$ cat src/rtl/usb_td_pkg.sv
package usb_td_pkg;
   typedef enum logic [1:0] {
      PID_DATA0 = 2'd0,
      PID_DATA1 = 2'd1,
      PID_DATA2 = 2'd2
   } data_pid_e;

   typedef enum logic [1:0] {
      ST_IDLE,
      ST_ISSUE,
      ST_STREAM,
      ST_WAIT
   } td_state_e;
endpackage

$ cat src/rtl/td_addr_gen.sv
module td_addr_gen #(
   parameter int PAGES     = 5,
   parameter int PAGE_BITS = 12,
   parameter int PTR_W     = 32
) (
   input  logic                   clk,
   input  logic                   rst,
   input  logic                   load,
   input  logic [PAGE_BITS-1:0]   load_off,
   input  logic                   step,
   input  logic                   commit,
   input  logic                   restore,
   input  logic [PAGES*PTR_W-1:0] page_ptrs,
   output logic [PTR_W-1:0]       addr,
   output logic                   beyond
);
   localparam int PG_W = $clog2(PAGES + 1);

   logic [PTR_W-1:0]     ptr_arr [PAGES];
   logic [PG_W-1:0]      pg, pg_s;
   logic [PAGE_BITS-1:0] off, off_s;
   logic [PTR_W-1:0]     base;

   for (genvar i = 0; i < PAGES; i++) begin : g_unpack
      assign ptr_arr[i] = page_ptrs[i*PTR_W +: PTR_W];
   end

   always_comb begin
      base = '0;
      for (int i = 0; i < PAGES; i++)
         if (pg == PG_W'(i)) base = ptr_arr[i];
   end

   assign addr   = {base[PTR_W-1:PAGE_BITS], off};
   assign beyond = (pg >= PG_W'(PAGES));

   always_ff @(posedge clk) begin
      if (rst) begin
         pg    <= '0;
         off   <= '0;
         pg_s  <= '0;
         off_s <= '0;
      end else if (load) begin
         pg    <= '0;
         off   <= load_off;
         pg_s  <= '0;
         off_s <= load_off;
      end else if (restore) begin
         pg  <= pg_s;
         off <= off_s;
      end else begin
         if (step) begin
            off <= off + PAGE_BITS'(1);
            if (&off) pg <= pg + PG_W'(1);
         end
         if (commit) begin
            pg_s  <= pg;
            off_s <= off;
         end
      end
   end


   no_sixth_page_chk: assert property (@(posedge clk) disable iff (rst)
      step |-> !beyond);
endmodule

$ cat src/rtl/td_pid_seq.sv
module td_pid_seq
   import usb_td_pkg::*;
#(
   parameter int CNT_W = 15,
   parameter int MPL_W = 11
) (
   input  logic             clk,
   input  logic             rst,
   input  logic             init,
   input  logic             hb_in,
   input  logic [1:0]       mult_in,
   input  logic [CNT_W-1:0] rem_eval,
   input  logic [MPL_W-1:0] max_pkt,
   input  logic             adv,
   output data_pid_e        pid
);
   localparam int XW = ((CNT_W > MPL_W) ? CNT_W : MPL_W) + 2;

   logic       hb_q;
   logic [1:0] mult_q;
   logic [1:0] left;
   logic       tog;

   function automatic logic [1:0] frame_count(input logic [CNT_W-1:0] r,
                                              input logic [MPL_W-1:0] m,
                                              input logic [1:0]       k);
      logic [XW-1:0] rx, mx;
      rx = XW'(r);
      mx = XW'(m);
      frame_count = 2'd1;
      if (k >= 2'd2 && rx > mx)        frame_count = 2'd2;
      if (k == 2'd3 && rx > (mx << 1)) frame_count = 2'd3;
   endfunction

   always_ff @(posedge clk) begin
      if (rst) begin
         hb_q   <= 1'b0;
         mult_q <= 2'd1;
         left   <= 2'd1;
         tog    <= 1'b0;
      end else if (init) begin
         hb_q   <= hb_in;
         mult_q <= mult_in;
         left   <= frame_count(rem_eval, max_pkt, mult_in);
         tog    <= 1'b0;
      end else if (adv) begin
         tog <= ~tog;
         if (left == 2'd1) left <= frame_count(rem_eval, max_pkt, mult_q);
         else              left <= left - 2'd1;
      end
   end

   assign pid = hb_q ? data_pid_e'(left - 2'd1) : data_pid_e'({1'b0, tog});


   hb_countdown_chk: assert property (@(posedge clk) disable iff (rst)
      (hb_q && adv && !init && pid != PID_DATA0) |=> pid == data_pid_e'($past(pid) - 2'd1));

   bulk_toggle_chk: assert property (@(posedge clk) disable iff (rst)
      (!hb_q && adv && !init) |=> pid != $past(pid));
endmodule

$ cat src/rtl/usb_td_packetizer.sv
module usb_td_packetizer
   import usb_td_pkg::*;
#(
   parameter int PAGES     = 5,
   parameter int PAGE_BITS = 12,
   parameter int PTR_W     = 32,
   parameter int CNT_W     = 15,
   parameter int MPL_W     = 11
) (
   input  logic                   clk,
   input  logic                   rst,
   input  logic                   start,
   input  logic [CNT_W-1:0]       total_bytes,
   input  logic [PAGE_BITS-1:0]   first_off,
   input  logic [PAGES*PTR_W-1:0] page_ptrs,
   input  logic [MPL_W-1:0]       max_pkt,
   input  logic [1:0]             mult,
   input  logic                   hi_bw,
   input  logic                   zlt_en,
   input  logic                   result_valid,
   input  logic                   result_ok,
   output logic                   pkt_valid,
   output logic [MPL_W-1:0]       pkt_len,
   output logic [1:0]             pkt_pid,
   output logic                   addr_valid,
   output logic [PTR_W-1:0]       addr,
   output logic [CNT_W-1:0]       remaining,
   output logic                   busy,
   output logic                   done,
   output logic                   err_size,
   output logic                   err_overrun
);
   localparam int MAX_BYTES = PAGES << PAGE_BITS;
   localparam int XW        = ((CNT_W > MPL_W) ? CNT_W : MPL_W) + 1;

   if (PAGES < 1) begin : g_bad_pages
      $error("PAGES must be at least 1");
   end
   if (PTR_W <= PAGE_BITS) begin : g_bad_ptr
      $error("PTR_W must exceed PAGE_BITS");
   end
   if (CNT_W < $clog2(MAX_BYTES + 1)) begin : g_bad_cnt
      $error("CNT_W too narrow for the page limit");
   end

   td_state_e        state;
   logic [CNT_W-1:0] rem;
   logic [MPL_W-1:0] max_q;
   logic [MPL_W-1:0] bcnt;
   logic             busy_q, done_q, esz_q, eov_q;

   logic [XW-1:0]    rem_x, max_x, len_x;
   logic [CNT_W-1:0] rem_after, rem_eval;
   logic             bad_load, accept, pass, fail, beyond, step;
   data_pid_e        pid_w;

   assign rem_x     = XW'(rem);
   assign max_x     = XW'(max_q);
   assign len_x     = (rem_x < max_x) ? rem_x : max_x;
   assign pkt_len   = len_x[MPL_W-1:0];
   assign rem_after = rem - len_x[CNT_W-1:0];

   assign bad_load = ({1'b0, total_bytes} > (CNT_W+1)'(MAX_BYTES)) || (max_pkt == '0);
   assign accept   = (state == ST_IDLE) && start;
   assign pass     = (state == ST_WAIT) && result_valid && result_ok;
   assign fail     = (state == ST_WAIT) && result_valid && !result_ok;
   assign rem_eval = (state == ST_IDLE) ? total_bytes : rem_after;

   assign pkt_valid  = (state == ST_ISSUE);
   assign step       = (state == ST_STREAM) && !beyond;
   assign addr_valid = step;

   td_addr_gen #(.PAGES(PAGES), .PAGE_BITS(PAGE_BITS), .PTR_W(PTR_W)) u_agen (
      .clk(clk), .rst(rst), .load(accept), .load_off(first_off), .step(step),
      .commit(pass), .restore(fail), .page_ptrs(page_ptrs), .addr(addr),
      .beyond(beyond));

   td_pid_seq #(.CNT_W(CNT_W), .MPL_W(MPL_W)) u_pid (
      .clk(clk), .rst(rst), .init(accept), .hb_in(hi_bw), .mult_in(mult),
      .rem_eval(rem_eval), .max_pkt(max_pkt), .adv(pass), .pid(pid_w));

   assign pkt_pid = pid_w;

   always_ff @(posedge clk) begin
      if (rst) begin
         state  <= ST_IDLE;
         rem    <= '0;
         max_q  <= '0;
         bcnt   <= '0;
         busy_q <= 1'b0;
         done_q <= 1'b0;
         esz_q  <= 1'b0;
         eov_q  <= 1'b0;
      end else begin
         done_q <= 1'b0;
         unique case (state)
            ST_IDLE: if (start) begin
               esz_q <= 1'b0;
               eov_q <= 1'b0;
               rem   <= total_bytes;
               max_q <= max_pkt;
               if (bad_load) begin
                  esz_q <= 1'b1;
               end else if (total_bytes == '0 && zlt_en) begin
                  done_q <= 1'b1;
               end else begin
                  busy_q <= 1'b1;
                  state  <= ST_ISSUE;
               end
            end
            ST_ISSUE: begin
               bcnt  <= '0;
               state <= (pkt_len == '0) ? ST_WAIT : ST_STREAM;
            end
            ST_STREAM: begin
               if (beyond) begin
                  eov_q  <= 1'b1;
                  busy_q <= 1'b0;
                  state  <= ST_IDLE;
               end else if ((bcnt + MPL_W'(1)) == pkt_len) begin
                  state <= ST_WAIT;
               end else begin
                  bcnt <= bcnt + MPL_W'(1);
               end
            end
            ST_WAIT: begin
               if (pass) begin
                  rem <= rem_after;
                  if (rem_after == '0) begin
                     done_q <= 1'b1;
                     busy_q <= 1'b0;
                     state  <= ST_IDLE;
                  end else begin
                     state <= ST_ISSUE;
                  end
               end else if (fail) begin
                  state <= ST_ISSUE;
               end
            end
            default: state <= ST_IDLE;
         endcase
      end
   end

   assign remaining   = rem;
   assign busy        = busy_q;
   assign done        = done_q;
   assign err_size    = esz_q;
   assign err_overrun = eov_q;


   done_idle_chk: assert property (@(posedge clk) disable iff (rst)
      done |-> !busy);

   busy_end_chk: assert property (@(posedge clk) disable iff (rst)
      $fell(busy) |-> (done || err_overrun));

   fail_hold_chk: assert property (@(posedge clk) disable iff (rst)
      fail |=> remaining == $past(remaining));

   len_bound_chk: assert property (@(posedge clk) disable iff (rst)
      pkt_valid |-> (XW'(pkt_len) <= XW'(max_q)) && (XW'(pkt_len) <= XW'(remaining)));

   refused_idle_chk: assert property (@(posedge clk) disable iff (rst)
      err_size |-> (!busy && !pkt_valid));

   issue_once_chk: assert property (@(posedge clk) disable iff (rst)
      pkt_valid |=> !pkt_valid);
endmodule

$ cat config.mk
export PLATFORM = sky130hd
export DESIGN_NAME = usb_td_packetizer
export DESIGN_NICKNAME = d
export VERILOG_FILES = /design/src/rtl/usb_td_pkg.sv /design/src/rtl/td_addr_gen.sv /design/src/rtl/td_pid_seq.sv /design/src/rtl/usb_td_packetizer.sv
export SDC_FILE = /design/constraint.sdc
export NUM_CORES = 1
export LEC_CHECK = 0
export ABC_AREA = 0
export BUFFER_PORTS_ARGS = -buffer_cell sky130_fd_sc_hd__buf_2
export CORE_MARGIN = 2
export CORE_UTILIZATION = 40
export CTS_BUF_LIST = sky130_fd_sc_hd__clkbuf_8
export DETAILED_ROUTE_END_ITERATION = 6
export PLACE_DENSITY = 0.68
export SYNTH_ARGS = -nofsm -noshare
export SYNTH_HDL_FRONTEND = slang
export SYNTH_SLANG_ARGS = --single-unit
$ cat constraint.sdc
create_clock -name clk -period 5.3 [get_ports clk]
set_input_delay 1.06 -clock clk [delete_from_list [all_inputs] [get_ports clk]]
set_output_delay 1.06 -clock clk [all_outputs]
set_load 0.005 [all_outputs]
==> impl_results.md <==
- Setup WS pre-CTS: -0.363 ns
- Hold_sp: u_agen.pg_s[1]
- Final WL: 24600 um
- Comb power frac: 76.6%
- Area post-placement: 8850 um2
- Crit share post-route: 102%
- Initial antenna violation count: 1
- Clock Pin Slew Worst Setup and Hold Paths: 0.10 ns
- Row cnt: 48
- Vias per std cell: approximately 5.6
- Hold path endpoint: u_agen.pg_s[1]
- Die outline width: 136 um
- Vias in the first global route: 7426
- Cell-internal power: roughly 3.2 mW
- Share of post-route cells with drive strength above 1: around a third
- Clk_lat worst skew: 0.39 ns
- Synthesis-stage register bit count: 79
- Req. time, crit path: 5.57 ns
- CTS tree: built
- Antenna-violating nets left: 0
- Layout Utilization: 54.7%
- Crit-path leading delay family: compound AO/OA/AOI/OAI gates
- Non-filler cells in the finished layout: 1459
- Cell breakdown of the critical path: inv_2 -> ha_4 -> a211o_1 -> a2111oi_4 -> buf_4 -> o221ai_4 -> buf_6 -> mux2i_4 -> ha_1 -> nand2b_1 -> a211oi_2 -> o21a_1 -> o31a_1 -> nor2_1 -> xor2_1 -> o21ai_1 -> ha_1 -> a21o_1 -> a211oi_2 -> nand2_1 -> o21ai_2 -> nor2b_4 -> a221oi_2 -> or4_1
- Total congestion overflow: 0
- GPL Wtd Cong: 0.919
- Tot Pwr: 5.82 mW
- Core box area: 17200 um2
- Max cap viols: 0
- Switch Pwr: about 2.6 mW
- Status: finished, violations left
- Post-route DRC: 9
- Minimum clock period: 5.40 ns
- Worst slew pin tran: roughly 1.2 ns
- Placed cells: around 1400
- I/O Buffers: 212
- Die Ht: ~140 um
- Post-CTS Hold Fix Bufs: 0
- Synth Cell Area: 6980 um2
- Max Buffers Root-to-Sink: 2
- Rel. slew slack: 18.3%
- Final #Nets: 1491
- Num ports: 273
- LEAKAGE: 4.30 nW
- Syn Area/Cell: 7.33 um2
- Capturing point of the worst reg2reg path: u_pid.left[0]
- Synth unique cells: 75
- Largest net degree at the start of global routing: 50
- Die area: 18500 um2
- Largest stage delay, worst path: 0.51 ns
- Worst path slowest cell: or4_1
- Design area: approximately 9400 um2
- Starting Density: 40.6%
- Most used DFF post-synth: dfxtp_1
- Gr usage total: 25.4%
- Flop-to-flop setup slack: -0.1 ns
- Violated checks: design-rule violations, negative setup slack
- Syn-to-layout area delta: 34.5%
- EDFF count, synth: 0
- H-tree depth: 3
- Fill cell total of the finished layout: 1677
- HPWL Detailed: 18700 um
- Via count: 8175
- Post-Syn Nets: approximately 1200
- First-pass GRT wire length: 37100 um
- Pre-Repair DR Iteration Count: 7
- Post-synth ARST share: 0%
- Synth warnings: 0
- R2r startpoint: max_q[1]
- Average wire per standard cell: 16.9 um
- Buf/Inv on CP: 3
- TritonCTS buffer count: 9
- Crit end category: flop
- Post-synthesis cell count: 953
- WHS Path Cells: 2
- Switching share of power: between 40% and 50%
- Endpoints failing hold: 0
- Setup violators final: 2
- Worst Setup Start Kind: flop
- Reg power frac: 14.8%
- Register area share after synthesis: 22.7%
- Initial DRC count: ~480
- Sink Count: 79
- Hold Path Class: flop to flop
- Total negative slack: -0.146 ns
- RSZ-0062 raised after global routing: yes
- Slew Viols, Final: 0
- CP Class: flop to flop
- CTS root buf: clkbuf_8
- Clk pwr share: 8.6%
- Pwr/cell area: around 620 nW/um2
- Reg2reg path depth: 24
- Worst Setup Slack, final: -0.0982 ns
- FMAX: 185 MHz
- VDD IR max: 0.344 mV
- Arrival time worst endpoint: 5.67 ns
- Skew final: 0.0161 ns
- WHS: 0.464 ns
- Crit-path max FO: 5
-- tightest hold or removal path, stage by stage (launching register included) --
cell     delay, ns
dfxtp_1       0.32
nand2_1       0.05
a21oi_1       0.05
-- area by class of cell --
class | instances | area [um2] | area share (%)
multi-input combinational | 756 | 5180 | 55.1
tap | 225 | 282 | 3.00
timing repair buffer | 325 | 1920 | 20.5
sequential | 79 | 1590 | 16.9
clock inverter | 6 | 73.8 | 0.786
antenna | 1 | 2.50 | 0.0266
inverter | 57 | 214 | 2.28
clock buffer | 10 | 138 | 1.47
-- worst max path at each step --
stage,end,slack [ns],startpoint,cells past startpoint
global route,u_pid.left[0],-0.32,max_q[1],24
CTS,u_pid.left[1],0.01,max_q[1],25
global placement,u_pid.left[0],-0.36,max_q[1],26
finish,u_pid.left[0],-0.1,max_q[1],24
floorplan,u_pid.left[0],0.06,remaining[1],22
detailed placement,u_pid.left[0],-0.36,max_q[1],26
-- repair_timing --
action                                  CTS  global route
pin swaps                                10            33
gates resized for setup                  19            33
buffers inserted                          5             9
endpoints found under the setup margin    2             3
-- per-layer routing --
layer | GRT usage, % | wire [um]
met5 | 0 | 0
met4 | 9.66 | 683
met3 | 4.06 | 1530
met2 | 44.1 | 12000
met1 | 31.5 | 10400
-- kinds of logic after synthesis --
group	after synthesis	share of synthesized area, %
fa+ha+maj	56	10.1
simple gates	359	24.1
flops	79	22.7
mux	24	3.94
buf+inv	118	6.56
compound gates	278	27.6
xor+xnor	39	5.00
-- flip-flops by register name (all words and copies together) (netlist names) --
| register | cells |
|---|---|
| bcnt | 11 |
| busy | 1 |
| done | 1 |
| err_overrun | 1 |
| err_size | 1 |
| max_q | 11 |
| remaining | 15 |
| state | 2 |
| u_agen.off | 12 |
| u_agen.off_s | 12 |
| u_agen.pg | 3 |
| u_agen.pg_s | 3 |
| u_pid.hb_q | 1 |
| u_pid.left | 2 |
| u_pid.mult_q | 2 |
| u_pid.tog | 1 |
-- power groups by stage --
stage / Sequential, mW / Clock [mW] / Combinational (mW)
5_1_grt: 0.881 / 0.535 / 4.85
6_report: 0.862 / 0.503 / 4.46
3_3_place_gp: 0.865 / 0 / 3.83
3_5_place_dp: 0.869 / 0 / 3.86
2_1_floorplan: 0.896 / 0 / 2.21
4_1_cts: 0.856 / 0.510 / 4.08
-- placed cells by master (no fill, tap or decap), types with 5 or more instances in the layout --
master / n
a222oi_1: 20
nor3_1: 32
buf_2: 212
nor4_1: 9
ha_4: 5
a211oi_1: 37
nor2_1: 105
clkbuf_8: 10
xnor2_1: 23
mux2i_1: 10
a21oi_1: 74
o211ai_1: 8
dfxtp_1: 76
o21a_1: 10
inv_1: 54
nand4_1: 7
nand3_1: 24
or3_1: 5
o21ai_0: 41
buf_4: 110
nand2_1: 116
a21o_1: 11
and3_1: 9
ha_1: 49
a311oi_1: 12
nand2b_1: 15
xor2_1: 14
nor2b_1: 6
and2_1: 5
a31oi_1: 6
-- cells in the mapped netlist (7+ instances only) --
master      n  area share [%]
a21oi_1    76             5.4
o211ai_1    8            0.86
o21ai_0    48             3.4
and3_1     10            0.90
a21o_1     11             1.2
nor2_1    106             5.7
xnor2_1    24             3.0
nand2_1   116             6.2
nor2b_1     7            0.63
nand2b_1   15             1.3
clkbuf_1   53             2.8
nand4_1     7            0.63
o21a_1     10             1.1
nor3_1     33             2.4
ha_1       55             9.9
a211oi_1   39             4.2
a311oi_1   13             1.6
mux2i_1    14             2.0
a222oi_1   20             2.9
xor2_1     14             1.8
nor4_1      9            0.81
inv_1      56             3.0
dfxtp_1    79              23
nand3_1    25             1.8
Note: power is estimated with default switching activity, not from simulation.
